[src/rtl/mac_pkg.sv]
package mac_pkg;

    localparam int DATA_W  = 16;
    localparam int GUARD_W = 8;
    localparam int PROD_W  = 2 * DATA_W;
    localparam int ACC_W   = PROD_W + GUARD_W;

    typedef enum logic {
        OP_ACC_ADD = 1'b0,
        OP_ACC_SUB = 1'b1
    } acc_op_e;

    typedef struct packed {
        logic frac;
        logic sat_mul;
        logic sat_en;
        logic wide;
    } mac_mode_t;

    typedef struct packed {
        logic [ACC_W-1:0] value;
        logic             ovf;
    } acc_step_t;

endpackage

[src/rtl/mac_product.sv]
module mac_product
    import mac_pkg::*;
#(
    parameter int OP_W  = DATA_W,
    parameter int EXT_W = ACC_W
) (
    input  logic [OP_W-1:0]  a_i,
    input  logic [OP_W-1:0]  b_i,
    input  mac_mode_t        mode_i,
    output logic [EXT_W-1:0] prod_o
);
    localparam int RAW_W = 2 * OP_W;

    localparam logic [OP_W-1:0]  MOST_NEG = {1'b1, {(OP_W-1){1'b0}}};
    localparam logic [EXT_W-1:0] PIN_VAL  =
        {{(EXT_W-RAW_W+1){1'b0}}, {(RAW_W-1){1'b1}}};

    logic signed [RAW_W-1:0] raw;
    logic [EXT_W-1:0]        raw_ext;
    logic [EXT_W-1:0]        scaled;
    logic                    corner;

    assign raw     = $signed(a_i) * $signed(b_i);
    assign raw_ext = {{(EXT_W-RAW_W){raw[RAW_W-1]}}, raw};
    assign corner  = (a_i == MOST_NEG) && (b_i == MOST_NEG);

    generate
        if (EXT_W > RAW_W) begin : g_guarded
            assign scaled = mode_i.frac ? {raw_ext[EXT_W-2:0], 1'b0} : raw_ext;
        end else begin : g_flush
            assign scaled = mode_i.frac ? {raw[RAW_W-2:0], 1'b0} : raw_ext;
        end
    endgenerate

    always_comb begin
        if (corner && mode_i.frac && mode_i.sat_mul && mode_i.sat_en) begin
            prod_o = PIN_VAL;
        end else begin
            prod_o = scaled;
        end
    end

endmodule

[src/rtl/mac_step.sv]
module mac_step
    import mac_pkg::*;
#(
    parameter int AW = ACC_W,
    parameter int NW = PROD_W
) (
    input  logic [AW-1:0] acc_i,
    input  logic [AW-1:0] prod_i,
    input  acc_op_e       op_i,
    input  mac_mode_t     mode_i,
    output acc_step_t     step_o
);
    localparam int XW = AW + 2;

    localparam logic signed [XW-1:0] W_MAX = {{(XW-AW+1){1'b0}}, {(AW-1){1'b1}}};
    localparam logic signed [XW-1:0] W_MIN = {{(XW-AW+1){1'b1}}, {(AW-1){1'b0}}};
    localparam logic signed [XW-1:0] N_MAX = {{(XW-NW+1){1'b0}}, {(NW-1){1'b1}}};
    localparam logic signed [XW-1:0] N_MIN = {{(XW-NW+1){1'b1}}, {(NW-1){1'b0}}};

    logic signed [XW-1:0] acc_x;
    logic signed [XW-1:0] prod_x;
    logic signed [XW-1:0] exact;
    logic signed [XW-1:0] hi_bound;
    logic signed [XW-1:0] lo_bound;
    logic                 out_hi;
    logic                 out_lo;

    assign acc_x  = {{2{acc_i[AW-1]}}, acc_i};
    assign prod_x = {{2{prod_i[AW-1]}}, prod_i};

    always_comb begin
        if (op_i == OP_ACC_SUB) begin
            exact = acc_x - prod_x;
        end else begin
            exact = acc_x + prod_x;
        end
    end

    assign hi_bound = mode_i.wide ? W_MAX : N_MAX;
    assign lo_bound = mode_i.wide ? W_MIN : N_MIN;
    assign out_hi   = exact > hi_bound;
    assign out_lo   = exact < lo_bound;

    always_comb begin
        step_o.ovf = out_hi || out_lo;
        if (mode_i.sat_en && out_hi) begin
            step_o.value = hi_bound[AW-1:0];
        end else if (mode_i.sat_en && out_lo) begin
            step_o.value = lo_bound[AW-1:0];
        end else begin
            step_o.value = exact[AW-1:0];
        end
    end

endmodule

[src/rtl/mac_unit.sv]
module mac_unit
    import mac_pkg::*;
(
    input  logic              clk,
    input  logic              rst,
    input  logic              clr_i,
    input  logic              start_i,
    input  logic              op_sub_i,
    input  logic [DATA_W-1:0] a_i,
    input  logic [DATA_W-1:0] b_i,
    input  logic              frac_i,
    input  logic              satmul_i,
    input  logic              sat_en_i,
    input  logic              wide_i,
    output logic [ACC_W-1:0]  acc_o,
    output logic              ovf_o,
    output logic              valid_o
);
    mac_mode_t        mode;
    acc_op_e          op;
    logic [ACC_W-1:0] prod_ext;
    acc_step_t        step;
    logic [ACC_W-1:0] acc_q;
    logic             ovf_q;
    logic             vld_q;

    assign mode.frac    = frac_i;
    assign mode.sat_mul = satmul_i;
    assign mode.sat_en  = sat_en_i;
    assign mode.wide    = wide_i;
    assign op           = op_sub_i ? OP_ACC_SUB : OP_ACC_ADD;

    mac_product #(.OP_W(DATA_W), .EXT_W(ACC_W)) u_prod (
        .a_i    (a_i),
        .b_i    (b_i),
        .mode_i (mode),
        .prod_o (prod_ext)
    );

    mac_step #(.AW(ACC_W), .NW(PROD_W)) u_step (
        .acc_i  (acc_q),
        .prod_i (prod_ext),
        .op_i   (op),
        .mode_i (mode),
        .step_o (step)
    );

    always_ff @(posedge clk) begin
        if (rst || clr_i) begin
            acc_q <= '0;
            ovf_q <= 1'b0;
            vld_q <= 1'b0;
        end else begin
            vld_q <= start_i;
            if (start_i) begin
                acc_q <= step.value;
                ovf_q <= ovf_q | step.ovf;
            end
        end
    end

    assign acc_o   = acc_q;
    assign ovf_o   = ovf_q;
    assign valid_o = vld_q;

endmodule

[config.mk]
export PLATFORM = sky130hd
export DESIGN_NAME = mac_unit
export DESIGN_NICKNAME = d
export VERILOG_FILES = /design/src/rtl/mac_pkg.sv /design/src/rtl/mac_product.sv /design/src/rtl/mac_step.sv /design/src/rtl/mac_unit.sv
export SDC_FILE = /design/constraint.sdc
export NUM_CORES = 1
export LEC_CHECK = 0
export ABC_AREA = 1
export BUFFER_PORTS_ARGS = -buffer_cell sky130_fd_sc_hd__buf_2
export CAP_MARGIN = 10
export CORE_MARGIN = 4
export CORE_UTILIZATION = 58
export DETAILED_ROUTE_END_ITERATION = 7
export PLACE_DENSITY_LB_ADDON = 0.25
export SKIP_LAST_GASP = 1
export SLEW_MARGIN = 20
export SYNTH_ARGS = -nofsm -noshare
export SYNTH_HDL_FRONTEND = slang
export SYNTH_SLANG_ARGS = --single-unit
[constraint.sdc]
create_clock -name clk -period 15.3 [get_ports clk]
set_input_delay 3.06 -clock clk [delete_from_list [all_inputs] [get_ports clk]]
set_output_delay 3.06 -clock clk [all_outputs]
set_load 0.01 [all_outputs]
==> results.txt <==
The flow ran to the end, and the final reports show no timing, DRC or antenna violations. The worst setup path is captured at a flop. Detailed placement ended at an HPWL of 39.2 mm. The sequential share of the synthesized area is 4.76%. Summed over all layers, the global routing overflow is 0.

The worst setup path is launched from a primary input. For this design, the CTS-stage hold fixing added 0 buffers. Setup violations remaining at the end of the flow were counted as 0. The number of port buffers is 82. Registers take 841 sq um. In this run the clock root is driven by a clkbuf_16. The cell depth of the worst setup path came out at 57. The worst setup path is of the primary input to flop kind. In this run the critical register-to-register path is launched from acc_o[8]$_SDFFE_PP0P_. In this run the remaining antenna-violating nets after routing total 0. The pin count of the biggest net entering global routing is 43. After filler insertion, the fill cell instance count of the layout stands at 2973. The worst-case reg-to-reg path depth came out at 27. The area occupied by multi-input gates came out at 0.0137 sq mm. The die height is 182 um. The count of nets after finishing came out at 3188. Setup repair after global routing left no endpoint under its margin.

In this design, the critical path's most frequently occurring cell is nand2_1. The total count of hold-check failures in the final report is 0. In the final layout, the share of cells above drive strength 1 is 4.95%. The library cell used most frequently in the layout, excluding fill and tap cells, is nand2_1. The setup TNS after final layout is 0 ns. A synthesized cell averages 6.43 sq um. The top cell types in the final layout, fill and taps aside, are nand2_1, inv_1, fa_1. The share of the cycle needed by the critical path after routing is 93.3%. The clock tree synthesis step divided the H-tree into 2 levels. The clock-pin transition on the worst setup and hold timing paths is 0.07 ns.

Of the total synthesized cell area, the portion taken by full adders, half adders and majority gates is 39.7%. The overall global routing resource usage is 28.8%. The detailed-route vias per instance is 5.21. The number of distinct standard cells referenced by the synthesized netlist is 43. The clock buffer count from CTS came out at 5.

The number of buffers and inverters on the critical path is 10. The number of clock sinks came out at 42. The congestion estimate from routability-driven global placement came to 0.939.

Subtracting the final worst setup slack from the clock period gives 14.28 ns. Measured against its own limit, the worst slew margin works out to 47.3%. The transition time of the tightest slew-check pin is 0.790 ns. The residual DRC count is 0. The number of global-route vias before repair came out at 16600. Based on the critical path, the design can be clocked at up to 70.0 MHz. The total number of vias is 16300.

The most critical setup path has its startpoint at a_i[4]. The number of iterations in the first detailed-routing pass is 5. The post-synthesis cell count is 2747. Across the routed clock network, the largest skew measured is 0.0116 ns. The area growth from synthesis to final layout is 3.56%. Pin placement for this block handled 83 I/O pins. The routed wire length is 46.4 mm. The clock tree buffer depth came out at 2. The number of violations reported at the end of detailed-routing iteration 0 is 1211. The net count after synthesis is 3190. In this run the worst setup path terminates at acc_o[32]$_SDFFE_PP0P_. The post-synthesis compound-gate area fraction came out at 4.47%. For this configuration, the core starts out at a cell density of 59.1%. By area, the combinational part of the netlist is dominated by adder cells. The delay of the slowest cell on the worst path came out at 0.68 ns. The area of the die is 0.0333 sq mm. The most used flip-flop cell after synthesis is dfxtp_1. The multiplexer share of the synthesized area is 0%. The number of core rows is 63. The slowest cell on the critical path is nand3_2. The average wire per standard cell is 14.8 um. The max-slew violation count is 0.

In this run the worst path has a maximum fanout of 40. The cell area after technology mapping came out at 0.0177 sq mm. The core region is 0.0299 sq mm. The flop-to-flop setup slack is 10.11 ns. The buffer count from post-CTS setup fixing came out at 0. The synthesized netlist devotes 30.4% of its cell area to simple gates. The initial antenna violation count came out at 0. The worst hold path belongs to the class flop to flop. The final cell utilization of the core is 61.2%. For this run, the number of Yosys warnings is 0. In this run the critical register-to-register path is captured at acc_o[32]$_SDFFE_PP0P_. In this design, the largest share of critical-path delay is due to simple AND/OR/NAND/NOR gates.

The TritonCTS clock tree is done. Yosys mapped a number of flops with a built-in enable equal to 0. The data arrival at the endpoint of the critical path is 14.42 ns. The first global-routing pass estimated 79.6 mm of wire. The max-capacitance violation count is 0. The share of flip-flops with an asynchronous set or reset is 0%.

The width of the die is 182 um. The later pin in the worst-skew pair is clocked with a latency of 0.30 ns. The number of storage elements in the synthesis netlist is 42. The critical path required time is 15.45 ns.

The share of the synthesized netlist area taken by xor and xnor gates is 2.98%. The antenna diode instance count came out at 0.
==> worst min path at each step <==
| stage | slack (ns) | cells past startpoint | from | end |
|---|---|---|---|---|
| final | 0.48 | 2 | ovf_o$_SDFFE_PP0P_ | ovf_o$_SDFFE_PP0P_ |
| after global routing | 0.52 | 2 | ovf_o$_SDFFE_PP0P_ | ovf_o$_SDFFE_PP0P_ |
| after CTS | 0.48 | 2 | ovf_o$_SDFFE_PP0P_ | ovf_o$_SDFFE_PP0P_ |
| after detailed placement | 0.46 | 2 | ovf_o$_SDFFE_PP0P_ | ovf_o$_SDFFE_PP0P_ |
| after global placement | 0.45 | 2 | ovf_o$_SDFFE_PP0P_ | ovf_o$_SDFFE_PP0P_ |
| after floorplan | 0.50 | 2 | ovf_o$_SDFFE_PP0P_ | ovf_o$_SDFFE_PP0P_ |
==> layer usage <==
metal | share of wire, % | track usage [%] | vias to the layer above
met2 | 48 | 49.1 | 471
li1 | - | - | 8045
met3 | 5.6 | 2.89 | 72
met4 | 2.0 | 5.61 | 0
met1 | 45 | 40.2 | 7744
met5 | 0 | 0 | -
==> layout make-up <==
cell class | count | share of cell area (%)
Clock buffer | 6 | 0.759
Timing Repair Buffer | 83 | 2.29
Sequential cell | 42 | 4.60
Multi-Input combinational cell | 1895 | 74.9
Clock inverter | 2 | 0.0684
Inverter | 718 | 14.8
Tap cell | 390 | 2.67
==> metrics by stage <==
| step | hold WS (ns) | instance area, sq um | setup WS, ns | instances |
|---|---|---|---|---|
| final | 0.477 | 18300 | 1.02 | 3136 |
| after global placement | 0.448 | 18100 | 1.19 | 3128 |
| after CTS | 0.475 | 18300 | 1.04 | 3136 |
| after global routing | 0.522 | 18300 | 0.0192 | 3136 |
| after detailed placement | 0.459 | 18100 | 0.770 | 3128 |
| after floorplan | 0.502 | 17700 | 2.66 | 2747 |
==> registers in the layout, summed over array words and instances (netlist names) <==
signal,count
valid_o,1
acc_o,40
ovf_o,1
==> worst reg2reg max path: stages (launching register included) <==
cell	delay [ns]
dfxtp_1	0.33
ha_1	0.37
nand2_1	0.15
inv_1	0.05
a21oi_1	0.26
nor2_1	0.10
nor2_1	0.10
nand2_1	0.12
nand3_1	0.11
nand2_1	0.11
a31oi_1	0.37
o21ai_0	0.17
xor2_1	0.20
ha_1	0.29
inv_1	0.10
a21oi_1	0.17
nor2_1	0.05
o21ai_0	0.16
a21oi_1	0.08
nor2_1	0.09
nor2_1	0.05
o21a_1	0.16
o21ai_0	0.31
nand3_2	0.68
nand2_1	0.25
nand2_1	0.07
nand2_1	0.08
a21oi_1	0.07
==> kinds of logic after synthesis <==
kind of cell / Yosys count
compound gates: 148
xor+xnor: 60
fa+ha+maj: 402
buf+inv: 810
flops: 42
simple gates: 1285
==> synthesized netlist by cell type (4+ instances only) <==
cell type,number,area share [%]
nand2_1,814,17
inv_1,711,15
fa_1,263,30
nor2_1,218,4.6
ha_1,139,9.8
nand3_1,132,3.7
a21oi_1,84,2.4
o21ai_0,43,1.2
dfxtp_1,42,4.8
xor2_1,42,2.1
nand4_1,41,1.5
buf_2,36,1.0
clkbuf_1,33,0.70
xnor2_1,18,0.89
buf_1,16,0.34
nand3b_1,13,0.55
nor2_2,12,0.43
nor3_1,12,0.34
nand3_2,10,0.57
nor4_1,8,0.28
and2_1,6,0.21
inv_2,6,0.13
or2_2,6,0.21
nor3_2,5,0.28
a31oi_1,4,0.14
buf_6,4,0.26
==> repair_timing <==
action / CTS / global route
resized for setup: 0 / 2
hold endpoints to repair: 0 / 0
endpoints found under the setup margin: 0 / 40
Power is left out: the tool's default activity adds up to more than one toggle a clock period on the data nets, which glitch-free logic cannot reach.
